**src/rtl/rts_pkg.sv**
```systemverilog
// Shared field positions, strobe indices, step and instruction-kind types
// for the register-transfer sequencer. Assumes a 32-bit instruction word
// laid out mode, class, opcode, count, addressing pair, operand fields.
package rts_pkg;

    localparam int INSTR_W = 32;
    localparam int CLS_W   = 2;
    localparam int OPC_W   = 5;
    localparam int AM_W    = 3;
    localparam int REG_W   = 5;

    localparam int CLS_LSB = INSTR_W - 1 - CLS_W;
    localparam int OPC_LSB = CLS_LSB - OPC_W;
    localparam int CNT_BIT = OPC_LSB - 1;
    localparam int AM_LSB  = CNT_BIT - AM_W;
    localparam int RI_LSB  = AM_LSB - REG_W;
    localparam int RJ_LSB  = RI_LSB - REG_W;
    localparam int RK_LSB  = RJ_LSB - REG_W;

    localparam logic [CLS_W-1:0] CLS_MOVE = 2'b00;
    localparam logic [CLS_W-1:0] CLS_CTRL = 2'b10;
    localparam logic [OPC_W-1:0] OPC_LDBI = 5'd1;
    localparam logic [OPC_W-1:0] OPC_CALL = 5'd3;
    localparam logic [AM_W-1:0]  AM_BI_TO_REG = 3'b110;

    // Strobe indices into the control vector
    localparam int C_MAR_CSPC  = 0;
    localparam int C_MAR_DSALU = 1;
    localparam int C_MAR_SSSP  = 2;
    localparam int C_MAR_MMU   = 3;
    localparam int C_ABUS      = 4;
    localparam int C_MDR_BUS   = 5;
    localparam int C_MDR_PC    = 6;
    localparam int C_IR_MDR    = 7;
    localparam int C_OP1_RF    = 8;
    localparam int C_OP2_RF    = 9;
    localparam int C_ALU_ADD   = 10;
    localparam int C_FLAG_INH  = 11;
    localparam int C_RF_MDR    = 12;
    localparam int C_PC_IR     = 13;
    localparam int C_PC_INC    = 14;
    localparam int CTL_W       = 15;

    typedef enum logic [4:0] {
        S_F1, S_F2, S_F3, S_F4, S_DEC,
        S_L1, S_L2, S_L3, S_L4, S_L5, S_L6, S_L7,
        S_C1, S_C2, S_C3, S_C4, S_C5
    } step_e;

    typedef enum logic [1:0] {
        K_ILL, K_LOAD, K_CALL
    } kind_e;

endpackage

```
**src/rtl/rts_decode.sv**
```systemverilog
// Instruction decoder: classifies the instruction word into a supported
// kind and slices the three register index fields. Purely combinational;
// assumes the word is stable while the sequencer is in decode or execute.
module rts_decode
    import rts_pkg::*;
(
    input  logic [INSTR_W-1:0] instr,
    output kind_e              kind,
    output logic [REG_W-1:0]   ri,
    output logic [REG_W-1:0]   rj,
    output logic [REG_W-1:0]   rk
);

    logic [CLS_W-1:0] cls;
    logic [OPC_W-1:0] opc;
    logic [AM_W-1:0]  am;
    logic             spare_unused;

    assign cls = instr[CLS_LSB +: CLS_W];
    assign opc = instr[OPC_LSB +: OPC_W];
    assign am  = instr[AM_LSB +: AM_W];
    assign ri  = instr[RI_LSB +: REG_W];
    assign rj  = instr[RJ_LSB +: REG_W];
    assign rk  = instr[RK_LSB +: REG_W];

    // mode bit, operand count and low operand bits do not steer the sequence
    assign spare_unused = ^{instr[INSTR_W-1], instr[CNT_BIT], instr[RK_LSB-1:0]};

    // Map class/opcode/addressing pair onto a sequence kind
    always_comb begin
        kind = K_ILL;
        if (cls == CLS_MOVE && opc == OPC_LDBI && am == AM_BI_TO_REG)
            kind = K_LOAD;
        else if (cls == CLS_CTRL && opc == OPC_CALL)
            kind = K_CALL;
    end

endmodule

```
**src/rtl/rts_fsm.sv**
```systemverilog
// Step counter of the sequencer: advances through the numbered micro-steps,
// branches at decode and holds memory steps until the ready input is high.
// Assumes the control table flags memory steps through mem_step.
module rts_fsm
    import rts_pkg::*;
(
    input  logic  clk,
    input  logic  rst_n,
    input  kind_e kind,
    input  logic  mem_step,
    input  logic  mem_ready,
    output step_e step,
    output logic  illegal
);

    step_e step_nxt;

    // Successor of each step, with the wait-state hold applied last
    always_comb begin
        case (step)
            S_F1:    step_nxt = S_F2;
            S_F2:    step_nxt = S_F3;
            S_F3:    step_nxt = S_F4;
            S_F4:    step_nxt = S_DEC;
            S_DEC: begin
                case (kind)
                    K_LOAD:  step_nxt = S_L1;
                    K_CALL:  step_nxt = S_C1;
                    default: step_nxt = S_F1;
                endcase
            end
            S_L1:    step_nxt = S_L2;
            S_L2:    step_nxt = S_L3;
            S_L3:    step_nxt = S_L4;
            S_L4:    step_nxt = S_L5;
            S_L5:    step_nxt = S_L6;
            S_L6:    step_nxt = S_L7;
            S_L7:    step_nxt = S_F1;
            S_C1:    step_nxt = S_C2;
            S_C2:    step_nxt = S_C3;
            S_C3:    step_nxt = S_C4;
            S_C4:    step_nxt = S_C5;
            S_C5:    step_nxt = S_F1;
            default: step_nxt = S_F1;
        endcase
        if (mem_step && !mem_ready)
            step_nxt = step;
    end

    // Step register with synchronous reset to the first fetch step
    always_ff @(posedge clk) begin
        if (!rst_n)
            step <= S_F1;
        else
            step <= step_nxt;
    end

    assign illegal = (step == S_DEC) && (kind == K_ILL);

endmodule

```
**src/rtl/rts_ctl_rom.sv**
```systemverilog
// Control table: converts the current step into register-transfer strobes,
// the register-file index and the memory request. Combinational; assumes
// register indices come from the decoder for the current instruction.
module rts_ctl_rom
    import rts_pkg::*;
(
    input  step_e             step,
    input  logic [REG_W-1:0]  ri,
    input  logic [REG_W-1:0]  rj,
    input  logic [REG_W-1:0]  rk,
    output logic [CTL_W-1:0]  ctl,
    output logic [REG_W-1:0]  rf_sel,
    output logic              mem_req,
    output logic              mem_we
);

    // One row per step: strobes, register index, request and direction
    always_comb begin
        ctl     = '0;
        rf_sel  = '0;
        mem_req = 1'b0;
        mem_we  = 1'b0;
        case (step)
            S_F1: ctl[C_MAR_CSPC] = 1'b1;
            S_F2: begin
                ctl[C_ABUS] = 1'b1;
                mem_req     = 1'b1;
            end
            S_F3: ctl[C_MDR_BUS] = 1'b1;
            S_F4: ctl[C_IR_MDR]  = 1'b1;
            S_L1: begin
                ctl[C_OP1_RF] = 1'b1;
                rf_sel        = rj;
            end
            S_L2: begin
                ctl[C_OP2_RF]  = 1'b1;
                ctl[C_ALU_ADD] = 1'b1;
                ctl[C_FLAG_INH] = 1'b1;
                rf_sel         = rk;
            end
            S_L3: ctl[C_MAR_DSALU] = 1'b1;
            S_L4: ctl[C_MAR_MMU]   = 1'b1;
            S_L5: begin
                ctl[C_ABUS] = 1'b1;
                mem_req     = 1'b1;
            end
            S_L6: ctl[C_MDR_BUS] = 1'b1;
            S_L7: begin
                ctl[C_RF_MDR] = 1'b1;
                ctl[C_PC_INC] = 1'b1;
                rf_sel        = ri;
            end
            S_C1: ctl[C_MAR_SSSP] = 1'b1;
            S_C2: ctl[C_MAR_MMU]  = 1'b1;
            S_C3: ctl[C_ABUS]     = 1'b1;
            S_C4: begin
                ctl[C_MDR_PC] = 1'b1;
                mem_req       = 1'b1;
                mem_we        = 1'b1;
            end
            S_C5: ctl[C_PC_IR] = 1'b1;
            default: ctl = '0;
        endcase
    end

endmodule

```
**src/rtl/rt_sequencer.sv**
```systemverilog
// Top of the register-transfer sequencer: decoder, step FSM and control
// table. Assumes the datapath presents the IR contents on instr from the
// decode cycle until the instruction's last step.
module rt_sequencer
    import rts_pkg::*;
(
    input  logic               clk,
    input  logic               rst_n,
    input  logic [INSTR_W-1:0] instr,
    input  logic               mem_ready,
    output logic [CTL_W-1:0]   ctl,
    output logic [REG_W-1:0]   rf_sel,
    output logic               mem_req,
    output logic               mem_we,
    output logic               illegal
);

    kind_e            kind;
    step_e            step;
    logic [REG_W-1:0] ri, rj, rk;

    rts_decode u_dec (
        .instr (instr),
        .kind  (kind),
        .ri    (ri),
        .rj    (rj),
        .rk    (rk)
    );

    rts_fsm u_fsm (
        .clk       (clk),
        .rst_n     (rst_n),
        .kind      (kind),
        .mem_step  (mem_req),
        .mem_ready (mem_ready),
        .step      (step),
        .illegal   (illegal)
    );

    rts_ctl_rom u_rom (
        .step    (step),
        .ri      (ri),
        .rj      (rj),
        .rk      (rk),
        .ctl     (ctl),
        .rf_sel  (rf_sel),
        .mem_req (mem_req),
        .mem_we  (mem_we)
    );

endmodule


```
**config.mk**
```make
export PLATFORM = sky130hd
export DESIGN_NAME = rt_sequencer
export DESIGN_NICKNAME = d
export VERILOG_FILES = /design/src/rtl/rts_pkg.sv /design/src/rtl/rts_decode.sv /design/src/rtl/rts_fsm.sv /design/src/rtl/rts_ctl_rom.sv /design/src/rtl/rt_sequencer.sv
export SDC_FILE = /design/constraint.sdc
export NUM_CORES = 1
export LEC_CHECK = 0
export BUFFER_PORTS_ARGS = -buffer_cell sky130_fd_sc_hd__buf_2
export CAP_MARGIN = 0
export CORE_MARGIN = 8
export CORE_UTILIZATION = 32
export CTS_CLUSTER_SIZE = 14
export DETAILED_ROUTE_END_ITERATION = 16
export MAX_ROUTING_LAYER = met4
export PLACE_DENSITY = 0.71
export REMOVE_ABC_BUFFERS = 1
export SYNTH_ARGS = -nofsm -noshare
export SYNTH_HDL_FRONTEND = slang
export SYNTH_SLANG_ARGS = --single-unit
export TNS_END_PERCENT = 30
```
**constraint.sdc**
```tcl
create_clock -name clk -period 1.5 [get_ports clk]
set_input_delay 0.3 -clock clk [delete_from_list [all_inputs] [get_ports clk]]
set_output_delay 0.3 -clock clk [all_outputs]
set_load 0.05 [all_outputs]
```
==> flow_summary.ini <==
[outcome]
status = complete, but fails checks
violations = setup timing

[clocking]
cts_made_buffers = 3
cts_tree = yes
htreeDepth = 1
ctsLongestPathBuffers = 2
insertion_delay_ns = 0.25
cts.sinks = 5
cts_hold_buf = 0
root_buffer = clkbuf_4
clk_pin_slew_worst_paths_ns = 0.05

[cells_and_area]
fillers = 152
area_growth_pct = 108
multi_input_area_um2 = 558
num_antenna_cells = 0
finish.instance_area_um2 = 1300
max_flop_register = u_fsm.step
top_regs = u_fsm.step x5
nNetsFinal = 199
regArea_um2 = 110
drive_above_1_share_pct = 66.3
largest_reg_flops = 5

[timing]
hold_violations = 0
setup_viol = 25
fmax_mhz = 535
skew_ns = 0.00963
slew_headroom_pct = 81.1
tightest_slew_ns = 0.279
drv_slew = 0
period_needed_ns = 1.87
hold-worst-slack_ns = 0.335
setup_ws_ns = -0.369
rsz0062_at_grt = true
post-route-period-util_pct = 125

[global_routing]
grt_usage_pct = 13.9
antenna_found_initial = 0
grt_pass1_vias = 934
overflow = 0
grt_max_degree = 11
grt_pass1_wl_um = 3830

[yosys]
syn_inst = 93
synth_area_um2 = 626
synth_cell_types = 38
synth-seq-cells = 5
synth.avg_cell_area_um2 = 6.73
yosys.area.top_type_share_pct = 16.0
synth_area_leaders = dfxtp_1, nand2_1, nor3_1
ys_warn_count = 0
synth_largest_area_cell = dfxtp_1
seq_area_frac_synth_pct = 16.0

[pwr]
comb_power_share_pct = 48.8
pwr_density_cell_nw_per_um2 = 454
p_int_mw = 0.368
power.share.clock_pct = 26.6
max-vdd-ir-drop_v = 0.000484
leakagePower_nw = 0.633
p_seq_share_pct = 24.7
swShare_pct = 37.8
p_switching_mw = 0.224

[critical_path]
critPathKind = flop to primary output
cp.arrival_ns = 1.57
start_kind = flop
end_kind = primary output
r2r_cells = 6
crit_fanout = 6
worstPathRequired_ns = 1.20

[route]
num_vias = 954
route.detailed.drc = 0
wl_per_cell_um = 15.2
via_per_inst = 5.02
drt_pass1_iterations = 4
ant_nets = 0
drtIter0Drc = 15
finalWirelength_um = 2890

[min_path]
hold_path_class = primary input to flop
hold_depth = 2

[die]
dieArea_um2 = 3630
dieHeight_um = 60.2
core.rowCount = 16
initial_core_util_pct = 32.9
coreArea_um2 = 1900
die_w_um = 60.2
ios = 58

[placement]
place_congestion = 0.906
io_buffers = 50
dpl_cell_area_um2 = 1030
place_hpwl_um = 1980

[flow_run]
drv_cap = 0
-- Yosys cell counts (all sizes together) --
cell,number
nand2,17
nor2,11
nor3,8
buf,6
a22oi,5
dfxtp,5
inv,5
o21ai,3
a21boi,2
a21oi,2
a31oi,2
and3,2
clkbuf,2
nand2b,2
nand3b,2
or3,2
a211oi,1
a32o,1
and2b,1
and3b,1
mux2i,1
nand3,1
nand4b,1
nor4,1
nor4b,1
o21a,1
o221ai,1
o22ai,1
o31a,1
or2b,1
or3b,1
or4b,1
xor2,1
-- kinds of logic (layout without fill, tap and decap cells) --
kind of cell    Yosys count  count (layout)  share of synthesized area (%)
compound gates           20              20                           22.8
xor+xnor                  1               1                           1.40
buf+inv                  13              83                           10.6
flops                     5               5                           16.0
mux                       1               1                           1.60
simple gates             53              53                           47.6
-- cells in the final DEF, fill, tap and decap left out, types with 2 or more instances in the layout --
master,Yosys,layout
dfxtp_2,0,2
nor2_4,0,4
a31oi_1,2,2
nor3_1,8,4
buf_2,2,31
nand2b_1,2,2
nand3b_1,2,2
nor3_2,0,3
nand2_2,0,3
dfxtp_4,0,2
inv_1,5,4
clkbuf_4,0,3
nor2_1,10,6
o21ai_0,3,3
a22oi_2,0,5
buf_6,0,19
buf_4,4,23
nand2_1,17,14
-- power by group through the flow --
stage | clock network, mW | registers (mW) | logic [mW]
2_1_floorplan | 0 | 0.154 | 0.118
3_3_place_gp | 0 | 0.147 | 0.222
3_5_place_dp | 0 | 0.148 | 0.227
4_1_cts | 0.163 | 0.147 | 0.254
5_1_grt | 0.178 | 0.146 | 0.306
6_report | 0.157 | 0.146 | 0.288
-- through the flow --
| step | TNS, ns | cells | power [mW] | utilization [%] | setup slack (ns) |
|---|---|---|---|---|---|
| global route | -8.19 | 190 | 0.631 | 68.6 | -0.435 |
| CTS | -5.90 | 189 | 0.564 | 62.5 | -0.373 |
| finish | -6.30 | 190 | 0.591 | 68.6 | -0.369 |
| global placement | -2.64 | 184 | 0.370 | 54.0 | -0.242 |
| detailed placement | -3.23 | 184 | 0.375 | 54.0 | -0.302 |
| floorplan | -24.73 | 85 | 0.272 | - | -2.16 |
-- critical path: stages, from the launching register on --
cell and delay (ns):
dfxtp_4 0.35, or3b_4 0.43, nor2_4 0.22, a22oi_2 0.09, nand2_1 0.09, buf_6 0.16
-- repair_timing --
item / CTS / global route
setup buffers: 1 / 1
hold endpoints to repair: 0 / 0
resized for setup: 43 / 28
pin swaps: 5 / 5
endpoints found under the setup margin: 26 / 26
-- path summary, 6_finish.rpt --
path                  from            end  slack (ns)
max          u_fsm.step[4]      rf_sel[3]       -0.37
min reg2reg  u_fsm.step[4]  u_fsm.step[0]        0.74
min                  rst_n  u_fsm.step[2]        0.33
max reg2reg  u_fsm.step[0]  u_fsm.step[2]       -0.03
-- metal layers --
metal  global-route usage [%]  wire length (um)  share of wire, %
met4                     3.74                19              0.66
met5                        -                 0                 0
met3                     5.81               327                11
met1                     12.5               985                34
met2                     25.9              1560                54
-- cell type report --
| class | instances | share of cell area (%) |
|---|---|---|
| Multi-Input combinational cell | 75 | 42.8 |
| Timing Repair Buffer | 74 | 42.7 |
| Sequential cell | 5 | 8.45 |
| Tap cell | 27 | 2.59 |
| Clock buffer | 4 | 2.02 |
| Inverter | 5 | 1.44 |
(Power assumes the default switching activity.)
